File: src/rtl/crcmon_pkg.sv
package crcmon_pkg;
    // Width of the run-length code field
    localparam int unsigned LIM_CODE_W = 2;
    // Largest run that any code can select
    localparam int unsigned MAX_RUN    = 1 << ((1 << LIM_CODE_W) - 1);
    localparam int unsigned RUN_W      = $clog2(MAX_RUN + 1);

    typedef enum logic [1:0] {
        ST_QUIET = 2'd0,
        ST_RAISE = 2'd1,
        ST_HELD  = 2'd2
    } stat_state_t;
endpackage

File: src/rtl/crcmon_fail_counter.sv
module crcmon_fail_counter
    import crcmon_pkg::*;
#(
    parameter int unsigned CODE_W = LIM_CODE_W,
    parameter int unsigned CW     = RUN_W
) (
    input  logic              clk,
    input  logic              rst_n,
    input  logic              frame_done,
    input  logic              crc_fail,
    input  logic              crc_en,
    input  logic [CODE_W-1:0] limit_code,
    output logic              hit
);
    localparam logic [CW:0] ONE_W = (CW+1)'(1);

    logic [CW-1:0] run_q;
    logic [CW-1:0] run_d;
    logic [CW:0]   limit;
    logic [CW:0]   run_inc;
    logic          take;

    assign limit   = ONE_W << limit_code;
    assign run_inc = {1'b0, run_q} + ONE_W;
    assign take    = frame_done && crc_en;

    always_comb begin
        run_d = run_q;
        if (take) begin
            if (!crc_fail)
                run_d = '0;
            else if (run_inc >= limit)
                run_d = limit[CW-1:0];
            else
                run_d = run_inc[CW-1:0];
        end
    end

    assign hit = take && crc_fail && (run_inc >= limit);

    always_ff @(posedge clk or negedge rst_n) begin
        if (!rst_n) run_q <= '0;
        else        run_q <= run_d;
    end


    run_saturate_chk: assert property (@(posedge clk) disable iff (!rst_n)
        take |=> ({1'b0, run_q} <= $past(limit)));

    run_empty_chk: assert property (@(posedge clk) disable iff (!rst_n)
        (take && !crc_fail) |=> (run_q == '0));

    run_frozen_chk: assert property (@(posedge clk) disable iff (!rst_n)
        !take |=> $stable(run_q));
endmodule

File: src/rtl/crcmon_status_fsm.sv
module crcmon_status_fsm
    import crcmon_pkg::*;
(
    input  logic clk,
    input  logic rst_n,
    input  logic hit,
    input  logic clr,
    output logic status,
    output logic rise
);
    stat_state_t st_q;
    stat_state_t st_d;

    always_ff @(posedge clk or negedge rst_n) begin
        if (!rst_n) st_q <= ST_QUIET;
        else        st_q <= st_d;
    end

    always_comb begin
        st_d = st_q;
        unique case (st_q)
            ST_QUIET: if (hit && !clr) st_d = ST_RAISE;   // go_raise
            ST_RAISE: st_d = clr ? ST_QUIET : ST_HELD;    // go_clear / go_hold
            ST_HELD:  if (clr) st_d = ST_QUIET;           // go_clear
            default:  st_d = ST_QUIET;
        endcase
    end

    always_comb begin
        status = 1'b0;
        rise   = 1'b0;
        unique case (st_q)
            ST_QUIET: ;
            ST_RAISE: begin status = 1'b1; rise = 1'b1; end
            ST_HELD:  status = 1'b1;
            default:  ;
        endcase
    end


    sticky_chk: assert property (@(posedge clk) disable iff (!rst_n)
        (status && !clr) |=> status);

    clear_wins_chk: assert property (@(posedge clk) disable iff (!rst_n)
        clr |=> !status);

    single_rise_chk: assert property (@(posedge clk) disable iff (!rst_n)
        rise |=> !rise);
endmodule

File: src/rtl/crcmon_irq_drive.sv
module crcmon_irq_drive (
    input  logic status,
    input  logic rise,
    input  logic irq_en,
    input  logic irq_pol,
    input  logic irq_level,
    output logic pin
);
    logic active;

    assign active = irq_en && (irq_level ? status : rise);
    assign pin    = irq_pol ? active : !active;


    always_comb begin
        if (!irq_en) idle_level_chk: assert (pin == !irq_pol);
    end
endmodule

File: src/rtl/crc_err_irq_mon.sv
module crc_err_irq_mon
    import crcmon_pkg::*;
(
    input  logic                  clk,
    input  logic                  rst_n,
    input  logic                  frame_done,
    input  logic                  crc_fail,
    input  logic [LIM_CODE_W-1:0] cfg_limit,
    input  logic                  cfg_crc_en,
    input  logic                  cfg_irq_en,
    input  logic                  cfg_irq_pol,
    input  logic                  cfg_irq_level,
    input  logic                  status_clr,
    output logic                  crc_err_status,
    output logic                  irq_pin
);
    logic hit;
    logic rise;

    crcmon_fail_counter u_count (
        .clk        (clk),
        .rst_n      (rst_n),
        .frame_done (frame_done),
        .crc_fail   (crc_fail),
        .crc_en     (cfg_crc_en),
        .limit_code (cfg_limit),
        .hit        (hit)
    );

    crcmon_status_fsm u_fsm (
        .clk    (clk),
        .rst_n  (rst_n),
        .hit    (hit),
        .clr    (status_clr),
        .status (crc_err_status),
        .rise   (rise)
    );

    crcmon_irq_drive u_irq (
        .status    (crc_err_status),
        .rise      (rise),
        .irq_en    (cfg_irq_en),
        .irq_pol   (cfg_irq_pol),
        .irq_level (cfg_irq_level),
        .pin       (irq_pin)
    );


    level_follow_chk: assert property (@(posedge clk) disable iff (!rst_n)
        (cfg_irq_en && cfg_irq_level) |-> (irq_pin == (crc_err_status ~^ cfg_irq_pol)));

    no_early_set_chk: assert property (@(posedge clk) disable iff (!rst_n)
        (!crc_err_status && !(frame_done && crc_fail && cfg_crc_en)) |=> !crc_err_status);
endmodule

File: config.mk
export PLATFORM = sky130hd
export DESIGN_NAME = crc_err_irq_mon
export DESIGN_NICKNAME = d
export VERILOG_FILES = /design/src/rtl/crcmon_pkg.sv /design/src/rtl/crcmon_fail_counter.sv /design/src/rtl/crcmon_status_fsm.sv /design/src/rtl/crcmon_irq_drive.sv /design/src/rtl/crc_err_irq_mon.sv
export SDC_FILE = /design/constraint.sdc
export NUM_CORES = 1
export LEC_CHECK = 0
export BUFFER_PORTS_ARGS = -buffer_cell sky130_fd_sc_hd__buf_4
export CAP_MARGIN = 25
export CORE_MARGIN = 4
export CORE_UTILIZATION = 40
export CTS_CLUSTER_SIZE = 24
export DETAILED_ROUTE_END_ITERATION = 16
export GPL_TIMING_DRIVEN = 0
export PLACE_DENSITY = 0.71
export SYNTH_ARGS = -nofsm -noshare
export SYNTH_HDL_FRONTEND = slang
export SYNTH_SLANG_ARGS = --single-unit
File: constraint.sdc
create_clock -name clk -period 2.9 [get_ports clk]
set_clock_uncertainty 0.2 [all_clocks]
set_input_delay 0.725 -clock clk [delete_from_list [all_inputs] [get_ports clk]]
set_output_delay 0.725 -clock clk [all_outputs]
set_load 0.02 [all_outputs]
# After elaboration in Yosys (flattened, before gate mapping)

Cells that the tools add are included.

Register bits: 6
Input bits: 11

Add/sub/neg operators: 1
$lt $le $gt $ge: 1
Eq/ne operators: 4
Shift-type cells: 1
Muxes and demuxes: 10
Reductions and logical operators: 10

Operator list:

| operator            | count |
|---|---|
| $mux 4              | 2 |
| $mux 2              | 3 |
| $pmux 2 s3          | 1 |
| $add 4x1->5 const B | 1 |
| $ge 5x5->1          | 1 |
| $logic_and 1x1->1   | 5 |
| $shl 1x2->5 const A | 1 |
| $mux 1              | 4 |
| $eq 2x1->1 const B  | 1 |
| $eq 2x2->1 const B  | 1 |
| $logic_not 1->1     | 2 |
| $logic_not 2->1     | 1 |
| $ne 2x1->1 const B  | 1 |
| $ne 2x2->1 const B  | 1 |
| $reduce_and 2->1    | 1 |
| $reduce_or 2->1     | 1 |

# Logic depth before layout (Yosys ltp)

Gate-level depths: netlist (run 1).

Word-level depth: 7
Mapped depth: 8
Depth with buffers taken out: 8

# Hierarchy

A second synthesis (run 1) with hierarchy kept.

Cell total of the unflattened synthesis: 63
Area, all modules: 584.3 um2

Modules (own cells, without submodules):

| module              | instances | cells an instance | area each (um2) | sequential area each (um2) |
|---|---|---|---|---|
| crcmon_fail_counter | 1         | 39                | 361.6           | 100.1 |
| crcmon_status_fsm   | 1         | 21                | 198.9           | 50.0 |
| crcmon_irq_drive    | 1         | 3                 | 23.8            | 0.0 |

# Least setup slack after synthesis (run 1)

OpenSTA, ideal clock, no wires.

Path type: flip-flop to output port
Start: register u_fsm.st_q[0]
End: output irq_pin
Arrival time: 1.489 ns
Required time: 1.975 ns
Path slack: 0.486 ns
Cell stages (with the launch flop): 6
Path through: dfrtp_1 > inv_1 > ha_1 > mux2_2 > nand2_1 > xor2_1

Cells in the longest elaborated chain, start to end: 7
Elaborated cells on any way between the ends: 9
Those cells by class: 2 x eq/ne; 4 x mux; 3 x reduce/logical

RTL lines:

| item                                            | RTL line                | RTL |
|---|---|---|
| start, declared                                 | crcmon_status_fsm.sv:11 | `stat_state_t st_q;` |
| start signal, assigned                          | crcmon_status_fsm.sv:16 | `else st_q <= st_d;` |
| $eq 2x1->1 / $eq 2x2->1 (equally long branches) | crcmon_status_fsm.sv:32 | `unique case (st_q)` |
| $reduce_or 2->1 (no source line) *              | --                      |  |
| $mux 1 *                                        | crcmon_status_fsm.sv:32 |  |
| net crc_err_status                              | crc_err_irq_mon.sv:14   | `output logic crc_err_status,` |
| $mux 1 *                                        | crcmon_irq_drive.sv:11  | `assign active = irq_en && (irq_level ? status : rise);` |
| $logic_and 1x1->1 *                             | crcmon_irq_drive.sv:11  |  |
| $logic_not 1->1                                 | crcmon_irq_drive.sv:12  | `assign pin = irq_pol ? active : !active;` |
| $mux 1 *                                        | crcmon_irq_drive.sv:12  |  |
| end, declared                                   | crc_err_irq_mon.sv:15   | `output logic irq_pin` |

Mark *: on every way through the listed nets, which the timed path passes. The rest lies on a longest branch.

# Worst setup path after layout (run 1)

Start: register u_fsm.st_q[1]
End: output irq_pin

Cells in the longest elaborated chain, start to end: 7
Elaborated cells on any way between the ends: 9
Those cells by class: 2 x eq/ne; 4 x mux; 3 x reduce/logical

RTL lines:

| item                                            | RTL line |
|---|---|
| $eq 2x1->1 / $eq 2x2->1 (equally long branches) | crcmon_status_fsm.sv:32 |
| $reduce_or 2->1 (no source line)                | -- |
| $mux 1                                          | crcmon_status_fsm.sv:32 |
| $mux 1 *                                        | crcmon_irq_drive.sv:11 |
| $logic_and 1x1->1 *                             | crcmon_irq_drive.sv:11 |
| $logic_not 1->1                                 | crcmon_irq_drive.sv:12 |
| $mux 1 *                                        | crcmon_irq_drive.sv:12 |

Every way passes the cells marked *; elsewhere a longest branch is shown, timed or not.

==> results of run 1 <==
-- synth_stat cells --
| library cell | instances |
|---|---|
| mux2i_1 | 3 |
| nor3_1 | 2 |
| o21ai_1 | 2 |
| xnor2_1 | 1 |
| a31o_2 | 1 |
| ha_1 | 8 |
| o21ai_0 | 1 |
| and2_1 | 1 |
| a21oi_4 | 1 |
| nor2b_1 | 1 |
| inv_1 | 7 |
| o21bai_1 | 1 |
| mux2_2 | 1 |
| a21oi_1 | 2 |
| nand2b_1 | 2 |
| dfrtp_1 | 6 |
| o21ai_2 | 1 |
| xor2_1 | 2 |
| nor2_1 | 4 |
| a31oi_1 | 1 |
| o31ai_1 | 1 |
| nand2_1 | 7 |
| nand3_1 | 3 |
| a2bb2oi_1 | 1 |
| mux2_4 | 1 |
| o21a_1 | 1 |
-- per-stage QoR --
| stage | instance area, sq um | utilization [%] | power [mW] |
|---|---|---|---|
| after floorplan | 547 | - | 0.462 |
| after global placement | 656 | 50.4 | 0.536 |
| after detailed placement | 656 | 50.4 | 0.544 |
| after CTS | 678 | 52.1 | 0.623 |
| after global routing | 678 | 52.1 | 0.677 |
| final | 678 | 52.1 | 0.618 |
-- flip-flops by register name, indices dropped and copies added (netlist names) --
| register | cells |
|---|---|
| u_count.run_q | 4 |
| u_fsm.st_q | 2 |
-- per-layer routing --
layer  global-route usage, %  share of wire, %  vias to the layer above  wire, um
li1                        -                 -                      244         -
met1                    17.2                47                      213       480
met2                    16.7                47                        6       488
met3                    6.37               5.9                        0        61
met4                    1.75                 0                        0         0
met5                       0                 0                        -         0
-- final cells by class --
| class | instances | area [sq um] | area share, % |
|---|---|---|---|
| clock buffers | 3 | 22.5 | 3.32 |
| inverters | 7 | 26.3 | 3.87 |
| multi-input cells | 49 | 370 | 54.6 |
| flip-flops and latches | 6 | 150 | 22.1 |
| well taps | 15 | 18.8 | 2.77 |
| repair buffers | 12 | 90.1 | 13.3 |
-- cells by family after synthesis --
group                    Yosys count  share of synthesized area [%]
flip-flops                         6                           27.5
buffers and inverters              7                           4.81
AO/OA/AOI/OAI                     13                           17.6
AND/OR/NAND/NOR                   20                           16.7
XOR/XNOR                           3                           4.81
multiplexers                       5                           10.3
adder cells (fa/ha/maj)            8                           18.3
-- worst paths after layout --
path	end	from	cells after the start
worst min register to register	u_count.run_q[1]	u_count.run_q[1]	2
max in group asynchronous	u_fsm.st_q[0]	rst_n	1
worst min-delay path	u_count.run_q[3]	rst_n	1
min in group clk	u_count.run_q[1]	u_count.run_q[1]	2
worst max-delay path	irq_pin	u_fsm.st_q[1]	6
worst max register to register	u_count.run_q[1]	u_count.run_q[0]	8
-- power by group through the flow --
stage | registers (mW) | logic [mW] | clock network, mW
after floorplan | 0.140 | 0.322 | 0
after global placement | 0.147 | 0.389 | 0
after detailed placement | 0.149 | 0.395 | 0
after CTS | 0.148 | 0.397 | 0.0781
after global routing | 0.152 | 0.441 | 0.0832
final | 0.148 | 0.395 | 0.0754
==> flow_metrics.env, run 1 <==
export IMPL_cp_arrival_ns=1.58
export IMPL_cellInternalPower_mw=0.355
export IMPL_critPathLaunchType="flop"
export IMPL_grt_use_total_pct=12.2
export IMPL_holdWs_ns=0.0794
export IMPL_coreArea_sq_um=1300
export IMPL_crit_path_max_fanout=3
export IMPL_root_buffer="clkbuf_4"
export IMPL_post_route_drc_count=0
export IMPL_final_cell_mix="12 x buf_4, 8 x ha_1, 7 x inv_1, 7 x nand2_1, 6 x dfrtp_1"
export IMPL_drive_gt1_share_pct=26.0
export IMPL_clockPowerShare_pct=12.2
export IMPL_synth_top_cell_area_share_pct=27.5
export IMPL_drtIter0Drc=4
export IMPL_antennaDiodeCount=0
export IMPL_worst_slew_pin_slew_ns=0.290
export IMPL_pin_count=13
export IMPL_power_density_nw_per_um2=912
export IMPL_clk_pin_slew_ns=0.04
export IMPL_hold_buffers=0
export IMPL_power_switching_mw=0.263
export IMPL_fillers=128
export IMPL_slew_headroom_pct=80.6
export IMPL_fp_row_count=13
export IMPL_grt_antenna_before_repair=0
export IMPL_critical_path_top_delay_family="flip-flops"
export IMPL_ff2ff_setup_slack_ns=0.45
export IMPL_power_frac_seq_pct=23.9
export IMPL_hold_violations=0
export IMPL_area_delta_synth_final_pct=24.0
export IMPL_max_freq_mhz=398
export IMPL_syn_inst=62
export IMPL_tritoncts="yes"
export IMPL_clk_path_buf_depth=2
export IMPL_synthesis_area_sq_um=547
export IMPL_synth_seq_cells=6
export IMPL_dp_cells=89
export IMPL_start_util_pct=42.0
export IMPL_min_period_ns=2.51
export IMPL_grt_max_degree=9
export IMPL_drtAntennaViolNets=0
export IMPL_vias=463
export IMPL_max_stage_delay_ns=0.38
export IMPL_preCtsSetupSlack_ns=0.329
export IMPL_first_pass_iters=4
export IMPL_grt_pass1_wl_um=1790
export IMPL_final_cells=92
export IMPL_cts_sinks=6
export IMPL_io_buffer_count=12
export IMPL_leakage_nw=0.334
export IMPL_die_w_um=45.0
export IMPL_finalSetupTns_ns=0
export IMPL_worstSetupPathType="reg2out"
export IMPL_path_buf_inv=2
export IMPL_p_comb_share_pct=63.9
export IMPL_setup_slack_ns=0.391
export IMPL_crit_chain="inv_1, ha_1, mux2_2, nand2_1, xor2_1, buf_4"
export IMPL_crit_required_ns=1.98
export IMPL_final_common_cell="buf_4"
export IMPL_nets=98
export IMPL_slowest_stage="dfrtp_1"
export IMPL_die_height_um=45.0
export IMPL_yosys_top_cells_area="dfrtp_1 27%, ha_1 18%, mux2i_1 5.5%"
export IMPL_synth_seq_area_share_pct=27.5
export IMPL_rsz0062_at_grt="false"
export IMPL_synth_nets=81
export IMPL_setup_viol=0
export IMPL_dp_hpwl_um=861
export IMPL_ys_warn_count=0
export IMPL_end_kind="primary output"
export IMPL_irDropWorstVdd_uv=397
export IMPL_hp_class="in2async"
export IMPL_globalplace_congestion=0.832
export IMPL_drv_cap=0
export IMPL_post_cts_setup_buffer_count=0
export IMPL_grt_pass1_vias=440
export IMPL_finalCritPeriodShare_pct=86.5
export IMPL_synth_area_per_cell_sq_um=8.82
export IMPL_swShare_pct=42.6
export IMPL_grt_overflow_total=0
export IMPL_status="completed"
export IMPL_synth_cell_type_count=26
export IMPL_routed_via_density=5.03
export IMPL_cts_resized=0
export IMPL_cts_buffers=3
export IMPL_die_area_sq_um=2020
export IMPL_clk_latency_ns=0.24
export IMPL_yosysTopAreaCell="dfrtp_1"
export IMPL_drv_slew=0
export IMPL_finalWirelength_um=1030
export IMPL_wl_per_cell_um=11.2
export IMPL_h_tree_depth=1
Power figures use the tool's default switching activity.
==> inputs of run 2 (changes only) <==
==> constraint.sdc (replaced) <==
create_clock -name clk -period 2.9 [get_ports clk]
set_clock_uncertainty 0.2 [all_clocks]
set_input_delay 0.58 -clock clk [delete_from_list [all_inputs] [get_ports clk]]
set_output_delay 0.58 -clock clk [all_outputs]
set_load 0.02 [all_outputs]
==> run 2 against run 1 <==
Effect of this change:
- combinational power about the same
- wire length about the same
- via count stayed put
- sequential share of layout area decreased by 0.32 points
- global-route usage stayed put
- utilization grew 0.77 points
- first-iteration DRC count is 50% higher
- maximum frequency grew 2.6%
- hold slack gained 0.24 ns
- clock power about the same
- final area grew 1.5%
- power increased by 0.14%
- critical endpoint is now u_count.run_q[1]
==> flow_metrics.env, run 2 (synthesis gave the netlist of run 1 again) <==
export IMPL_clk_latency_ns=0.24
export IMPL_drv_cap=0
export IMPL_coreArea_sq_um=1300
export IMPL_area_delta_synth_final_pct=25.9
export IMPL_finalSetupTns_ns=0
export IMPL_crit_required_ns=2.87
export IMPL_dp_cells=89
export IMPL_cp_arrival_ns=2.42
export IMPL_grt_pass1_vias=440
export IMPL_tritoncts="yes"
export IMPL_drive_gt1_share_pct=25.6
export IMPL_power_density_nw_per_um2=900
export IMPL_hp_class="reg2reg"
export IMPL_min_to="u_count.run_q[1]"
export IMPL_max_flop_register="u_count.run_q"
export IMPL_drv_slew=0
export IMPL_clk_path_buf_depth=2
export IMPL_die_area_sq_um=2020
export IMPL_hp_start="u_count.run_q[1]"
export IMPL_final_common_cell="buf_4"
export IMPL_wl_per_cell_um=11.1
export IMPL_reg2reg_to="u_count.run_q[1]"
export IMPL_post_route_drc_count=0
export IMPL_die_height_um=45.0
export IMPL_cts_resized=0
export IMPL_grt_antenna_before_repair=0
export IMPL_slew_headroom_pct=80.6
export IMPL_setup_viol=0
export IMPL_first_pass_iters=4
export IMPL_post_cts_setup_buffer_count=0
export IMPL_critPathLaunchType="flop"
export IMPL_root_buffer="clkbuf_4"
export IMPL_reg_top3="u_count.run_q (4), u_fsm.st_q (2)"
export IMPL_drtIter0Drc=6
export IMPL_vias=463
export IMPL_h_tree_depth=1
export IMPL_final_cells=93
export IMPL_min_period_ns=2.45
export IMPL_irDropWorstVdd_uv=397
export IMPL_rsz0062_at_grt="false"
export IMPL_cts_sinks=6
export IMPL_largest_reg_flops=4
export IMPL_total_power_mw=0.619
export IMPL_status="completed"
export IMPL_cts_buffers=3
export IMPL_start_util_pct=42.0
export IMPL_ff2ff_setup_slack_ns=0.45
export IMPL_setup_slack_ns=0.455
export IMPL_fp_row_count=13
export IMPL_antennaDiodeCount=0
export IMPL_io_buffer_count=12
export IMPL_drtAntennaViolNets=0
export IMPL_preCtsSetupSlack_ns=0.468
export IMPL_worstSetupPathType="reg2reg"
export IMPL_r2r_start="u_count.run_q[0]"
export IMPL_nets=99
export IMPL_dp_hpwl_um=861
export IMPL_globalplace_congestion=0.832
export IMPL_pin_count=13
export IMPL_grt_use_total_pct=12.2
export IMPL_finalCritPeriodShare_pct=84.3
export IMPL_fin_util_pct=52.9
export IMPL_max_freq_mhz=409
export IMPL_routed_via_density=4.98
export IMPL_whs_path_depth=2
export IMPL_die_w_um=45.0
export IMPL_crit_path_max_fanout=8
export IMPL_finalWirelength_um=1030
export IMPL_final_cell_mix="12 x buf_4, 8 x ha_1, 7 x inv_1, 7 x nand2_1, 6 x dfrtp_1"
export IMPL_hold_violations=0
export IMPL_ff2ff_path_depth=8
export IMPL_clk_pin_slew_ns=0.04
export IMPL_leakage_nw=0.338
export IMPL_worst_slew_pin_slew_ns=0.290
export IMPL_grt_overflow_total=0
export IMPL_grt_max_degree=9
export IMPL_end_kind="flop"
export IMPL_grt_pass1_wl_um=1790
[run 2: how the worst max path moves through the flow]
stage,from,endpoint,slack [ns],depth (start not counted)
floorplan,u_count.run_q[0],u_count.run_q[1],0.61,8
global placement,u_count.run_q[0],u_count.run_q[1],0.48,8
detailed placement,u_count.run_q[0],u_count.run_q[1],0.47,8
CTS,u_count.run_q[0],u_count.run_q[1],0.46,8
global route,u_count.run_q[0],u_count.run_q[1],0.31,8
finish,u_count.run_q[0],u_count.run_q[1],0.45,8
[run 2: metrics by stage]
| step | instance area, sq um | hold slack [ns] |
|---|---|---|
| floorplan | 547 | 0.0844 |
| global placement | 656 | 0.190 |
| detailed placement | 656 | 0.190 |
| CTS | 688 | 0.327 |
| global route | 688 | 0.346 |
| finish | 688 | 0.324 |
[run 2: area by class of cell]
| type | instances | area (sq um) |
|---|---|---|
| fill | 127 | 613 |
| inverter | 7 | 26.3 |
| multi-input combinational | 49 | 370 |
| timing repair buffer | 13 | 100 |
| clock buffer | 3 | 22.5 |
| tap | 15 | 18.8 |
| sequential | 6 | 150 |
[run 2: repair_timing]
item	in CTS	in global routing
setup endpoints to repair	0	0
hold buffers	1	0
hold endpoints to repair	6	0
[run 2: power breakdown]
part	internal [mW]	switching, mW
clock network	0.0467	0.0287
registers	0.115	0.0334
logic	0.194	0.201
[run 2: layer usage]
layer	vias up	GRT usage (%)	part of all wire (%)	routed length, um
met3	0	6.37	5.8	60
met5	-	0	0	0
met2	6	16.7	46	477
li1	245	-	-	-
met4	0	1.75	0	0
met1	212	17.2	48	491
[run 2: worst max-delay path, cell delays in order, from the launching register on]
cell	delay [ns]
dfrtp_1	0.43
ha_1	0.27
xor2_1	0.17
ha_1	0.32
a21oi_1	0.15
o21ai_2	0.10
a21oi_4	0.29
mux2_4	0.33
o21ai_1	0.11
